## config.mk

```make
export PLATFORM = sky130hd
export DESIGN_NAME = fsync_conv_port
export DESIGN_NICKNAME = d
export VERILOG_FILES = /design/src/rtl/fsync_pkg.sv /design/src/rtl/fsync_sync.sv /design/src/rtl/fsync_seq.sv /design/src/rtl/fsync_cmd.sv /design/src/rtl/fsync_tx.sv /design/src/rtl/fsync_conv_port.sv
export SDC_FILE = /design/constraint.sdc
export NUM_CORES = 1
export LEC_CHECK = 0
export BUFFER_PORTS_ARGS = -buffer_cell sky130_fd_sc_hd__clkbuf_2
export CORE_ASPECT_RATIO = 1.4
export CORE_MARGIN = 8
export CORE_UTILIZATION = 50
export CTS_CLUSTER_DIAMETER = 200
export DETAILED_ROUTE_END_ITERATION = 8
export GPL_ROUTABILITY_DRIVEN = 1
export PLACE_DENSITY = 0.75
export SLEW_MARGIN = 15
export SYNTH_ARGS = -nofsm -noshare
export SYNTH_HDL_FRONTEND = slang
export SYNTH_SLANG_ARGS = --single-unit
```

## constraint.sdc

```tcl
create_clock -name clk -period 4.13 [get_ports clk]
set_clock_uncertainty 0.2 [all_clocks]
set_input_delay 0.413 -clock clk [delete_from_list [all_inputs] [get_ports clk]]
set_output_delay 0.413 -clock clk [all_outputs]
set_load 0.03 [all_outputs]
```

## src/rtl/fsync_pkg.sv

```systemverilog
package fsync_pkg;
  // Falling edge that completes the command field.
  localparam int unsigned CMD_BITS  = 8;
  // Falling edge on which the channel is decoded and acquisition begins.
  localparam int unsigned ACQ_FALL  = 3;
  // Rising edge of the transmit sync in narrow mode; sampling is one edge earlier.
  localparam int unsigned TXFS_RISE = 8;

  typedef enum logic {
    XFER_NARROW = 1'b0,
    XFER_WIDE   = 1'b1
  } xfer_e;
endpackage

```

## src/rtl/fsync_sync.sv

```systemverilog
module fsync_sync #(
  parameter int unsigned N      = 5,
  parameter int unsigned STAGES = 2,
  parameter logic [N-1:0] INIT  = '0
) (
  input  logic         clk,
  input  logic         rst_n,
  input  logic [N-1:0] async_i,
  output logic [N-1:0] lvl_o,
  output logic [N-1:0] rise_o,
  output logic [N-1:0] fall_o
);
  for (genvar b = 0; b < N; b++) begin : g_bit
    logic [STAGES-1:0] pipe_q, pipe_d;
    logic              prev_q, prev_d;

    always_comb begin
      pipe_d = {pipe_q[STAGES-2:0], async_i[b]};
      prev_d = pipe_q[STAGES-1];
    end

    always_ff @(posedge clk or negedge rst_n) begin
      if (!rst_n) begin
        pipe_q <= {STAGES{INIT[b]}};
        prev_q <= INIT[b];
      end else begin
        pipe_q <= pipe_d;
        prev_q <= prev_d;
      end
    end

    assign lvl_o[b]  = pipe_q[STAGES-1];
    assign rise_o[b] = pipe_q[STAGES-1] & ~prev_q;
    assign fall_o[b] = ~pipe_q[STAGES-1] & prev_q;
  end
endmodule

```

## src/rtl/fsync_seq.sv

```systemverilog
module fsync_seq
  import fsync_pkg::*;
#(
  parameter int unsigned CNT_W = 6
) (
  input  logic             clk,
  input  logic             rst_n,
  input  logic             cs_rise_i,
  input  logic             cs_fall_i,
  input  logic             fs_lvl_i,
  input  logic             fs_rise_i,
  input  logic             fs_fall_i,
  input  logic             sck_rise_i,
  input  logic             sck_fall_i,
  input  logic             width_i,
  output xfer_e            xfer_o,
  output logic             awake_o,
  output logic             in_frame_o,
  output logic [CNT_W-1:0] cnt_o,
  output logic             clr_o,
  output logic             rise_ev_o,
  output logic             fall_ev_o
);
  localparam logic [CNT_W-1:0] CNT_MAX = {CNT_W{1'b1}};

  logic             en_q, en_d;
  logic             awake_q, awake_d;
  logic             frame_q, frame_d;
  xfer_e            xfer_q, xfer_d;
  logic [CNT_W-1:0] cnt_q, cnt_d;

  assign clr_o     = cs_rise_i | (en_q & (fs_rise_i | fs_fall_i));
  assign rise_ev_o = frame_q & sck_rise_i;
  assign fall_ev_o = frame_q & sck_fall_i;

  always_comb begin
    en_d    = en_q;
    xfer_d  = xfer_q;
    awake_d = awake_q;
    frame_d = frame_q;
    cnt_d   = cnt_q;

    if (cs_rise_i) begin
      en_d = 1'b0;
    end else if (cs_fall_i) begin
      en_d = ~fs_lvl_i;
      if (!fs_lvl_i) xfer_d = xfer_e'(width_i);
    end

    if (cs_rise_i)                awake_d = 1'b0;
    else if (en_q && fs_rise_i)   awake_d = 1'b1;

    if (cs_rise_i || !en_q)       frame_d = 1'b0;
    else if (fs_rise_i)           frame_d = 1'b0;
    else if (fs_fall_i)           frame_d = 1'b1;

    if (en_q && fs_fall_i)                    cnt_d = '0;
    else if (rise_ev_o && cnt_q != CNT_MAX)   cnt_d = cnt_q + 1'b1;
  end

  always_ff @(posedge clk or negedge rst_n) begin
    if (!rst_n) begin
      en_q    <= 1'b0;
      xfer_q  <= XFER_NARROW;
      awake_q <= 1'b0;
      frame_q <= 1'b0;
      cnt_q   <= '0;
    end else begin
      en_q    <= en_d;
      xfer_q  <= xfer_d;
      awake_q <= awake_d;
      frame_q <= frame_d;
      cnt_q   <= cnt_d;
    end
  end

  assign xfer_o     = xfer_q;
  assign awake_o    = awake_q;
  assign in_frame_o = frame_q;
  assign cnt_o      = cnt_q;

  // a disarmed port is neither awake nor inside a frame.
  assert_shutdown_quiet_R9: assert property (@(posedge clk) disable iff (!rst_n)
    !en_q |-> (!awake_q && !frame_q));
  // a frame sync rising while armed ends the frame on the next cycle.
  assert_abort_ends_frame_R8: assert property (@(posedge clk) disable iff (!rst_n)
    (en_q && fs_rise_i) |=> !frame_q);
  // leaving the awake state requires a chip-select rise.
  assert_awake_hold_R10: assert property (@(posedge clk) disable iff (!rst_n)
    (awake_q && !cs_rise_i) |=> awake_q);
endmodule

```

## src/rtl/fsync_cmd.sv

```systemverilog
module fsync_cmd
  import fsync_pkg::*;
#(
  parameter int unsigned CNT_W  = 6,
  parameter int unsigned CHAN_W = 2
) (
  input  logic              clk,
  input  logic              rst_n,
  input  logic              clr_i,
  input  logic              fall_ev_i,
  input  logic              in_frame_i,
  input  logic [CNT_W-1:0]  cnt_i,
  input  logic              sdi_i,
  output logic [CHAN_W-1:0] chan_o,
  output logic              acq_o
);
  localparam logic [CNT_W-1:0] FIRST = CNT_W'(1);
  localparam logic [CNT_W-1:0] LAST  = CNT_W'(CMD_BITS);
  localparam logic [CNT_W-1:0] ACQ   = CNT_W'(ACQ_FALL);

  logic [CMD_BITS-1:0] cmd_q, cmd_d, cmd_shift;
  logic [CHAN_W-1:0]   chan_q, chan_d;
  logic                acq_q, acq_d;
  logic                cmd_unused;

  assign cmd_shift  = {cmd_q[CMD_BITS-2:0], sdi_i};
  assign cmd_unused = cmd_q[CMD_BITS-1];

  always_comb begin
    cmd_d  = cmd_q;
    chan_d = chan_q;
    acq_d  = 1'b0;
    if (clr_i) begin
      cmd_d = '0;
    end else if (fall_ev_i && cnt_i >= FIRST && cnt_i <= LAST) begin
      cmd_d = cmd_shift;
      if (cnt_i == ACQ) begin
        chan_d = cmd_shift[CHAN_W-1:0];
        acq_d  = 1'b1;
      end
    end
  end

  always_ff @(posedge clk or negedge rst_n) begin
    if (!rst_n) begin
      cmd_q  <= '0;
      chan_q <= '0;
      acq_q  <= 1'b0;
    end else begin
      cmd_q  <= cmd_d;
      chan_q <= chan_d;
      acq_q  <= acq_d;
    end
  end

  assign chan_o = chan_q;
  assign acq_o  = acq_q;

  // the acquisition strobe is a single-cycle pulse.
  assert_acq_single_R3: assert property (@(posedge clk) disable iff (!rst_n)
    acq_q |=> !acq_q);
  // acquisition only starts inside an active frame.
  assert_acq_in_frame_R3: assert property (@(posedge clk) disable iff (!rst_n)
    acq_q |-> in_frame_i);
  // the channel only moves together with an acquisition strobe.
  assert_chan_with_acq_R3: assert property (@(posedge clk) disable iff (!rst_n)
    !acq_q |=> (acq_q || $stable(chan_q)));
endmodule

```

## src/rtl/fsync_tx.sv

```systemverilog
module fsync_tx
  import fsync_pkg::*;
#(
  parameter int unsigned CNT_W = 6,
  parameter int unsigned RES_W = 14,
  parameter int unsigned OUT_W = 16,
  parameter int unsigned EXT   = 8
) (
  input  logic             clk,
  input  logic             rst_n,
  input  logic             clr_i,
  input  logic             rise_ev_i,
  input  logic             in_frame_i,
  input  logic [CNT_W-1:0] cnt_i,
  input  xfer_e            xfer_i,
  input  logic [RES_W-1:0] word_i,
  output logic             fs_out_o,
  output logic             sdo_o,
  output logic             sample_o
);
  localparam int unsigned     PAD    = OUT_W - RES_W;
  localparam logic [CNT_W:0]  TPOS_N = (CNT_W+1)'(TXFS_RISE);
  localparam logic [CNT_W:0]  TPOS_W = (CNT_W+1)'(TXFS_RISE + EXT);

  logic [OUT_W-1:0] sh_q, sh_d;
  logic             sdo_q, sdo_d;
  logic             fso_q, fso_d;
  logic             smp_q, smp_d;
  logic [CNT_W:0]   k, tpos;

  assign k    = {1'b0, cnt_i} + 1'b1;
  assign tpos = (xfer_i == XFER_WIDE) ? TPOS_W : TPOS_N;

  always_comb begin
    sh_d  = sh_q;
    sdo_d = sdo_q;
    fso_d = fso_q;
    smp_d = 1'b0;
    if (clr_i) begin
      sh_d  = '0;
      sdo_d = 1'b0;
      fso_d = 1'b0;
    end else if (rise_ev_i) begin
      fso_d = (k == tpos);
      smp_d = (k == tpos - 1'b1);
      if (k == tpos) begin
        sh_d  = OUT_W'(word_i) << PAD;
        sdo_d = 1'b0;
      end else if (k > tpos) begin
        sdo_d = sh_q[OUT_W-1];
        sh_d  = sh_q << 1;
      end else begin
        sdo_d = 1'b0;
      end
    end
  end

  always_ff @(posedge clk or negedge rst_n) begin
    if (!rst_n) begin
      sh_q  <= '0;
      sdo_q <= 1'b0;
      fso_q <= 1'b0;
      smp_q <= 1'b0;
    end else begin
      sh_q  <= sh_d;
      sdo_q <= sdo_d;
      fso_q <= fso_d;
      smp_q <= smp_d;
    end
  end

  assign fs_out_o = fso_q;
  assign sdo_o    = sdo_q;
  assign sample_o = smp_q;

  // the sampling strobe is a single-cycle pulse.
  assert_sample_single_R4: assert property (@(posedge clk) disable iff (!rst_n)
    smp_q |=> !smp_q);
  // the transmit sync only appears inside a frame.
  assert_fsout_in_frame_R5: assert property (@(posedge clk) disable iff (!rst_n)
    fso_q |-> in_frame_i);
  // no result bit is driven while the transmit sync is high.
  assert_sdo_idle_at_sync_R6: assert property (@(posedge clk) disable iff (!rst_n)
    fso_q |-> !sdo_q);
  // outside a frame the data line stays low.
  assert_sdo_quiet_R6: assert property (@(posedge clk) disable iff (!rst_n)
    !in_frame_i |-> !sdo_q);
endmodule

```

## src/rtl/fsync_conv_port.sv

```systemverilog
module fsync_conv_port
  import fsync_pkg::*;
#(
  parameter int unsigned CHAN_W      = 2,
  parameter int unsigned RES_W       = 14,
  parameter int unsigned OUT_W       = 16,
  parameter int unsigned EXT         = 8,
  parameter int unsigned CNT_W       = 6,
  parameter int unsigned SYNC_STAGES = 2
) (
  input  logic              clk,
  input  logic              rst_n,
  input  logic              cs_n,
  input  logic              width_sel,
  input  logic              fs_in,
  input  logic              sclk,
  input  logic              sdi,
  input  logic [RES_W-1:0]  conv_word,
  output logic              fs_out,
  output logic              sdo,
  output logic              core_awake,
  output logic [CHAN_W-1:0] chan_sel,
  output logic              acq_start,
  output logic              sample_strobe
);
  localparam int unsigned NSYNC = 5;
  localparam int unsigned I_CS  = 0;
  localparam int unsigned I_FS  = 1;
  localparam int unsigned I_SCK = 2;
  localparam int unsigned I_SDI = 3;
  localparam int unsigned I_WID = 4;

  // Reset: asserted asynchronously, released on the clock.
  logic [1:0] rst_pipe_q;
  logic       rst_l;
  always_ff @(posedge clk or negedge rst_n) begin
    if (!rst_n) rst_pipe_q <= 2'b00;
    else        rst_pipe_q <= {rst_pipe_q[0], 1'b1};
  end
  assign rst_l = rst_pipe_q[1];

  logic [NSYNC-1:0] lvl, rise, fall;
  logic             sync_unused;

  fsync_sync #(
    .N      (NSYNC),
    .STAGES (SYNC_STAGES),
    .INIT   (NSYNC'(1) << I_CS)
  ) u_sync (
    .clk     (clk),
    .rst_n   (rst_l),
    .async_i ({width_sel, sdi, sclk, fs_in, cs_n}),
    .lvl_o   (lvl),
    .rise_o  (rise),
    .fall_o  (fall)
  );

  assign sync_unused = ^{lvl[I_CS], lvl[I_SCK], rise[I_SDI], fall[I_SDI],
                         rise[I_WID], fall[I_WID]};

  xfer_e            xfer;
  logic             in_frame, clr, rise_ev, fall_ev;
  logic [CNT_W-1:0] cnt;

  fsync_seq #(.CNT_W(CNT_W)) u_seq (
    .clk        (clk),
    .rst_n      (rst_l),
    .cs_rise_i  (rise[I_CS]),
    .cs_fall_i  (fall[I_CS]),
    .fs_lvl_i   (lvl[I_FS]),
    .fs_rise_i  (rise[I_FS]),
    .fs_fall_i  (fall[I_FS]),
    .sck_rise_i (rise[I_SCK]),
    .sck_fall_i (fall[I_SCK]),
    .width_i    (lvl[I_WID]),
    .xfer_o     (xfer),
    .awake_o    (core_awake),
    .in_frame_o (in_frame),
    .cnt_o      (cnt),
    .clr_o      (clr),
    .rise_ev_o  (rise_ev),
    .fall_ev_o  (fall_ev)
  );

  fsync_cmd #(.CNT_W(CNT_W), .CHAN_W(CHAN_W)) u_cmd (
    .clk        (clk),
    .rst_n      (rst_l),
    .clr_i      (clr),
    .fall_ev_i  (fall_ev),
    .in_frame_i (in_frame),
    .cnt_i      (cnt),
    .sdi_i      (lvl[I_SDI]),
    .chan_o     (chan_sel),
    .acq_o      (acq_start)
  );

  fsync_tx #(.CNT_W(CNT_W), .RES_W(RES_W), .OUT_W(OUT_W), .EXT(EXT)) u_tx (
    .clk        (clk),
    .rst_n      (rst_l),
    .clr_i      (clr),
    .rise_ev_i  (rise_ev),
    .in_frame_i (in_frame),
    .cnt_i      (cnt),
    .xfer_i     (xfer),
    .word_i     (conv_word),
    .fs_out_o   (fs_out),
    .sdo_o      (sdo),
    .sample_o   (sample_strobe)
  );

  // acquisition start and sampling never coincide.
  assert_strobes_apart_R4: assert property (@(posedge clk) disable iff (!rst_l)
    !(acq_start && sample_strobe));
endmodule

```

==> results of run 1 <==
## per-layer routing
| metal | track usage [%] | up-vias | share of wire, % |
|---|---|---|---|
| met4 | 5.470 | 0 | 2.0 |
| met5 | 0 | - | 0 |
| li1 | - | 724 | - |
| met2 | 19.91 | 23 | 51 |
| met3 | 4.060 | 7 | 4.6 |
| met1 | 14.84 | 715 | 42 |
## worst paths after layout
kind                                            from                   endpoint  slack (ns)  cells past startpoint
min in group asynchronous              rst_pipe_q[1]               u_tx.sh_q[6]        0.20                      0
min reg2reg                u_sync.g_bit[4].pipe_q[0]  u_sync.g_bit[4].pipe_q[1]        0.15                      0
max in group asynchronous              rst_pipe_q[1]              u_tx.sh_q[10]        2.97                      0
max                                   u_seq.cnt_o[0]               u_tx.sh_q[6]        1.28                      9
max reg2reg                           u_seq.cnt_o[0]               u_tx.sh_q[6]        1.28                      9
min                                             sclk  u_sync.g_bit[2].pipe_q[0]        0.02                      1
## repair_timing
item,CTS,global route
hold endpoints to repair,3,3
hold buffers,2,3
buffers inserted,0,0
## power groups by stage
stage,Sequential [uW],Clock [uW],Combinational (uW)
3_5_place_dp,497,0,81.7
3_3_place_gp,496,0,81.2
5_1_grt,492,311,97.7
4_1_cts,488,292,84.1
2_1_floorplan,495,0,61.6
6_report,487,287,85.6
## metrics by stage
step	setup slack, ns	utilization (%)
6_report	1.275	57.68
5_1_grt	1.031	57.68
4_1_cts	1.285	56.96
3_5_place_dp	1.307	54.26
3_3_place_gp	1.331	54.26
2_1_floorplan	1.621	-
## cells in the mapped netlist, types with 4 or more instances
cell,count
sky130_fd_sc_hd__a221o_1,11
sky130_fd_sc_hd__buf_6,5
sky130_fd_sc_hd__mux2_2,4
sky130_fd_sc_hd__dfrtp_1,43
sky130_fd_sc_hd__inv_1,12
sky130_fd_sc_hd__ha_1,12
sky130_fd_sc_hd__nor2_1,27
sky130_fd_sc_hd__a21oi_1,6
sky130_fd_sc_hd__nand3_1,4
sky130_fd_sc_hd__nand2_1,21
sky130_fd_sc_hd__xor2_1,4
## worst reg2reg max path: stages, from the launching register on
cell and delay, ns:
sky130_fd_sc_hd__dfrtp_1 0.46, sky130_fd_sc_hd__ha_1 0.29, sky130_fd_sc_hd__nand3_1 0.14, sky130_fd_sc_hd__xnor2_1 0.17, sky130_fd_sc_hd__ha_1 0.31, sky130_fd_sc_hd__nand3_1 0.09, sky130_fd_sc_hd__nor2_1 0.15, sky130_fd_sc_hd__o21ai_2 0.10
sky130_fd_sc_hd__nor3_2 0.61, sky130_fd_sc_hd__a221o_1 0.28
## sequential cells by signal, indices dropped and copies added (netlist names)
name,cells
rst_pipe_q,2
u_cmd.acq_o,1
u_cmd.chan_o,2
u_cmd.cmd_q,1
u_seq.awake_o,1
u_seq.cnt_o,6
u_seq.en_q,1
u_seq.in_frame_o,1
u_seq.xfer_o,1
u_sync.g_bit.pipe_q,10
u_sync.g_bit.prev_q,3
u_tx.fs_out_o,1
u_tx.sample_o,1
u_tx.sdo_o,1
u_tx.sh_q,14
## cell families after synthesis
kind of cell | Yosys count
compound gates | 32
xor+xnor | 7
fa+ha+maj | 12
buf+inv | 22
flops | 46
mux | 5
other cells | 1
simple gates | 69
## area by class of cell
cell class	count	area, um^2
sequential	46	1156
fill	375	1779
clock buffer	5	68.82
multi-input combinational	126	880.8
tap	45	56.30
inverter	12	45.04
clock inverter	3	25.02
timing repair buffer	33	192.7
## layout by cell type, fill, tap and decap left out, types with 4 or more instances in the layout
master,n
sky130_fd_sc_hd__clkbuf_2,27
sky130_fd_sc_hd__inv_1,12
sky130_fd_sc_hd__ha_1,12
sky130_fd_sc_hd__nand2_1,21
sky130_fd_sc_hd__a21oi_1,6
sky130_fd_sc_hd__dlygate4sd3_1,5
sky130_fd_sc_hd__clkbuf_8,5
sky130_fd_sc_hd__a221o_1,11
sky130_fd_sc_hd__dfrtp_1,42
sky130_fd_sc_hd__nor2_1,27
sky130_fd_sc_hd__nand3_1,4
sky130_fd_sc_hd__mux2_2,4
sky130_fd_sc_hd__xor2_1,4
==> impl_metrics.yaml, run 1 <==
worst_setup_path:
  path_cells: "ha_1 -> nand3_1 -> xnor2_1 -> ha_1 -> nand3_1 -> nor2_1 -> o21ai_2 -> nor3_2 -> a221o_1"
  path_delay_family: "simple AND/OR/NAND/NOR gates"
  path_class: "reg -> reg"
  critPathMaxStageDelay_ns: 0.61
  worstSetupEndpointType: "register"
  path_buf_inv: 0
  cp_max_fo: 13
  cp.required_ns: 4.17
  critPathLaunchType: "register"
  critical_path_arrival_ns: 2.90
  critical_path.slowest_cell: "sky130_fd_sc_hd__nor3_2"
synth:
  dominantRegCellSynth: "sky130_fd_sc_hd__dfrtp_1"
  synth_cell_types: 45
  yosysWarnings: 0
  syn_area_per_cell_um2: 11.15
  postSynthNetCount: 227
  asr_flop_ratio_synth_pct: 100.0
  synthXorXnorAreaFrac_pct: 2.834
  synth_top_area_share_pct: 49.74
  yosys.area_share.adder_pct: 6.940
  yosys_register_bits: 46
  synth.area.top_cells: "sky130_fd_sc_hd__dfrtp_1 50%, sky130_fd_sc_hd__ha_1 6.9%, sky130_fd_sc_hd__a221o_1 5.1%, sky130_fd_sc_hd__nor2_1 4.7%, sky130_fd_sc_hd__dfstp_2 3.6%"
  number_of_enable_flip_flop_cells_after_synthesis: 0
  synth_sequential_area_ratio_pct: 53.38
  synth_largest_area_cell: "sky130_fd_sc_hd__dfrtp_1"
  synth_simple_gate_area_share_pct: 15.21
  synthCells: 194
  synth.mux.area_fraction_pct: 2.545
  synth_top_family_by_area: "simple AND/OR/NAND/NOR gates"
  synth_area_um2: 2163
  synth_compound_gate_area_share_pct: 13.01
sta:
  tns_ns: 0
  hold-worst-slack_ns: 0.01532
  finalHoldViolations: 0
  layout_min_cycle_time_ns: 2.855
  max_slew.worst_pin.slew_ns: 0.8972
  finalSetupViolations: 0
  grt_setup_unrepaired: "false"
  max_clock_freq_ghz: 0.3503
  finalMaxSlewViolations: 0
  period_share_pct: 69.13
  max_slew_margin_pct: 40.19
placement:
  dpl.cell_count: 257
  place.detailed.hpwl_um: 2691
  numPortBuffers: 27
  postPlaceCellArea_um2: 2281
  routabilityCongestion: 0.7957
clocking:
  cts_resized: 0
  clk_pin_slew_worst_paths_ns: 0.10
  clock_tree.htree_level_count: 2
  root_cell_of_the_clock_tree: "sky130_fd_sc_hd__clkbuf_8"
  cts_tree: "yes"
  max-clock-path-buffers: 2
  clock_latency_ns: 0.31
  numCtsBuffers: 5
  clock_sink_count: 46
cells_and_area:
  post-route-cell-area_um2: 2425
  area.growth.synth_to_final_pct: 12.09
  post_route_cells_drive_above_1_share_pct: 25.33
  stdcell_count: 270
  num-nets-final: 257
  diodes: 0
floorplanning:
  top_level_ports: 28
  die_area_um2: 6717
  rows: 28
  die_span_y_um: 93.83
  placeableCoreArea_um2: 4204
  die_w_um: 71.59
  initial_utilization_pct: 51.46
power:
  power-per-cell-area_nw_per_um2: 354.5
  relative_contribution_of_sequential_cells_to_total_power_pct: 56.7
  clockPowerShare_pct: 33.3
  p_leak_uw: 0.001176
  switching_share_pct: 27.24
  power_uw: 859.7
  peakVddDrop_mv: 0.3329
  p_sw_uw: 234.2
  power_report.internal_total_uw: 625.5
  part_of_the_power_in_combinational_logic_pct: 10.0
routing:
  drt_first_iter_violations: 97
  route.detailed.drc: 0
  drtPass1Iterations: 4
  ant_nets: 0
  drt-vias-per-instance: 5.441
  totalWireLength_um: 3874
  vias_after_detailed_routing: 1469
  routedWlPerCell_um: 14.35
run_status:
  status: "finished clean"
flow_run:
  max_cap_viol_count: 0
global_routing:
  globalRouteOverflowTotal: 0
  vias_in_the_first_global_route: 1493
  grt_antenna_before_repair: 0
  grt.total_usage_pct: 12.42
  grt_first_pass_wirelength_um: 6617
  grt_start_max_net_pins: 45
hold_path:
  holdCritPathClass: "in -> reg"
(Power assumes the default switching activity.)
==> run 2, diff against run 1 <==
clock period = 2.7 ns   (was 4.13 ns; I/O delays follow)
==> run 2 against run 1 <==
  * Global-route usage is 0.70 points higher
  * Highest routed layer unchanged
  * Sequential cell count is the same
  * Cell count up 5.6%
  * Critical endpoint is now u_tx.sh_q[12]
==> impl_metrics.yaml, run 2 (same netlist as run 1, synthesis figures left out) <==
routing:
  drt-vias-per-instance: 5.351
  drtPass1Iterations: 4
  totalWireLength_um: 4035
  drt_first_iter_violations: 64
  route.detailed.drc: 0
  vias_after_detailed_routing: 1525
  route.met2.wl_um: 2067
  ant_nets: 0
  routedWlPerCell_um: 14.16
  post_route_met1_wirelength_um: 1786
  highest-signal-layer: "met4"
  wl_met3_um: 138
global_routing:
  grt_antenna_before_repair: 0
  grt_start_max_net_pins: 45
  grt_first_pass_wirelength_um: 7038
  vias_in_the_first_global_route: 1539
  grt.total_usage_pct: 13.12
  globalRouteOverflowTotal: 0
cells_and_area:
  post-route-cell-area_um2: 2615
  post_route_cells_drive_above_1_share_pct: 25.00
  largest-register: "u_tx.sh_q"
  area.growth.synth_to_final_pct: 20.88
  layout.cells.most_common: "sky130_fd_sc_hd__dfrtp_1"
  diodes: 0
  num-nets-final: 272
  fillerInstances: 347
  layout.cells.most_common_list: "42 x sky130_fd_sc_hd__dfrtp_1, 27 x sky130_fd_sc_hd__nor2_1, 27 x sky130_fd_sc_hd__clkbuf_2, 21 x sky130_fd_sc_hd__nand2_1, 16 x sky130_fd_sc_hd__dlygate4sd3_1"
  max_reg_flops: 14
sta:
  finalHoldViolations: 0
  max_slew_margin_pct: 39.11
  fin_worst_setup_slack_ns: 0.1698
  grt_setup_unrepaired: "false"
  finalSetupViolations: 0
  max_clock_freq_ghz: 0.3952
  finalMaxSlewViolations: 0
  max_slew.worst_pin.slew_ns: 0.9133
  layout_min_cycle_time_ns: 2.530
  period_share_pct: 93.71
placement:
  postPlaceCellArea_um2: 2303
  numPortBuffers: 27
  routabilityCongestion: 0.8190
  place.detailed.hpwl_um: 2753
  pre_cts_slack_ns: -0.02861
hold_path:
  hp-start: "conv_word[1]"
  holdCritPathClass: "in -> reg"
worst_setup_path:
  cp.required_ns: 2.69
  critPathMaxStageDelay_ns: 0.46
  number_of_cells_on_the_worst_reg_to_reg_path: 9
  path_buf_inv: 0
  path_delay_family: "compound AO/OA/AOI/OAI gates"
  critPathLaunchType: "register"
  worstReg2RegEnd: "u_tx.sh_q[12]"
  r2r_start: "u_seq.cnt_o[0]"
  cp_max_fo: 13
  timing.critical_path.from: "u_seq.cnt_o[0]"
  worstSetupEndpointType: "register"
  worstSetupPathDepth: 9
  critical_path.slowest_cell: "sky130_fd_sc_hd__dfrtp_1"
  worst_setup_path_endpoint: "u_tx.sh_q[12]"
  path_class: "reg -> reg"
  critical_path_arrival_ns: 2.52
  path_cells: "ha_1 -> nand3_1 -> xnor2_1 -> ha_1 -> nand3_1 -> or2_2 -> o211ai_2 -> a21oi_4 -> a221o_2"
  setup.reg_to_reg.worst_slack_ns: 0.17
floorplanning:
  die_span_y_um: 93.83
  top_level_ports: 28
  placeableCoreArea_um2: 4204
  die_w_um: 71.59
  rows: 28
  die_area_um2: 6717
  initial_utilization_pct: 51.46
power:
  p_leak_uw: 0.001264
  power_uw: 1401
  power-per-cell-area_nw_per_um2: 535.8
  peakVddDrop_mv: 0.4781
clocking:
  numCtsBuffers: 5
  root_cell_of_the_clock_tree: "sky130_fd_sc_hd__clkbuf_8"
  clock_latency_ns: 0.30
  cts_tree: "yes"
  clock_sink_count: 46
  clk_pin_slew_worst_paths_ns: 0.09
  max-clock-path-buffers: 2
  clock_tree.htree_level_count: 2
run_status:
  status: "finished clean"
flow_run:
  max_cap_viol_count: 0
==> run 2: changes by cell type in the layout (fill, tap and decap cells not counted) <==
cell | before | now
sky130_fd_sc_hd__a21oi_2 | 1 | 0
sky130_fd_sc_hd__a21oi_4 | 0 | 1
sky130_fd_sc_hd__buf_12 | 0 | 1
sky130_fd_sc_hd__buf_4 | 1 | 4
sky130_fd_sc_hd__bufinv_16 | 0 | 1
sky130_fd_sc_hd__clkbuf_1 | 0 | 1
sky130_fd_sc_hd__clkinv_4 | 1 | 0
sky130_fd_sc_hd__dlygate4sd3_1 | 5 | 16
sky130_fd_sc_hd__inv_6 | 1 | 0
sky130_fd_sc_hd__nor3_2 | 1 | 0
sky130_fd_sc_hd__nor3_4 | 0 | 1
sky130_fd_sc_hd__o22a_2 | 1 | 0
sky130_fd_sc_hd__o22a_4 | 0 | 1
==> run 2: what timing repair did <==
action / in CTS / in global routing
gates resized for setup: 1 / 2
hold endpoints to repair: 17 / 0
setup endpoints to repair: 13 / 13
pin swaps: 0 / 2
buffers inserted: 0 / 1
hold buffers: 16 / 0
==> run 2: worst min-delay path by stage <==
stage / endpoint / slack (ns) / depth (start not counted)
after floorplan: rst_pipe_q[0] / -0.23 / 0
after global placement: rst_pipe_q[0] / -0.14 / 1
after detailed placement: rst_pipe_q[0] / -0.14 / 1
after CTS: u_tx.sh_q[3] / 0.003 / 2
after global routing: u_tx.sh_q[8] / 0.01 / 2
final: u_tx.sh_q[3] / 0.007 / 2
==> run 2: layer usage <==
metal	vias to the layer above	GRT usage (%)
li1	750	-
met1	751	15.46
met2	20	21.91
met3	4	4.167
met4	0	4.615
met5	-	0
==> run 2: final cells by class <==
| cell class | count | area [um^2] | share of cell area (%) |
|---|---|---|---|
| sequential | 46 | 1156 | 44.21 |
| clock inverter | 2 | 37.54 | 1.435 |
| clock buffer | 6 | 72.57 | 2.775 |
| multi-input combinational | 126 | 902.1 | 34.50 |
| inverter | 12 | 45.04 | 1.722 |
| timing repair buffer | 48 | 345.3 | 13.21 |
| tap | 45 | 56.30 | 2.153 |
==> run 2: per-stage QoR <==
step	hold WS (ns)	util, %	TNS, ns	cells
after floorplan	-0.2256	-	0	194
final	0.006525	62.20	0	285
after CTS	0.002631	61.37	0	284
after detailed placement	-0.1417	54.79	-0.2508	260
after global placement	-0.1442	54.79	0	260
after global routing	0.01023	62.20	0	285
==> run 2: where the power goes <==
part	internal, uW	leakage [uW]	total [uW]	switching, uW
clock network	276	0.0000514	504	228
logic	70.2	0.000615	152	81.3
registers	714	0.000598	746	31.7
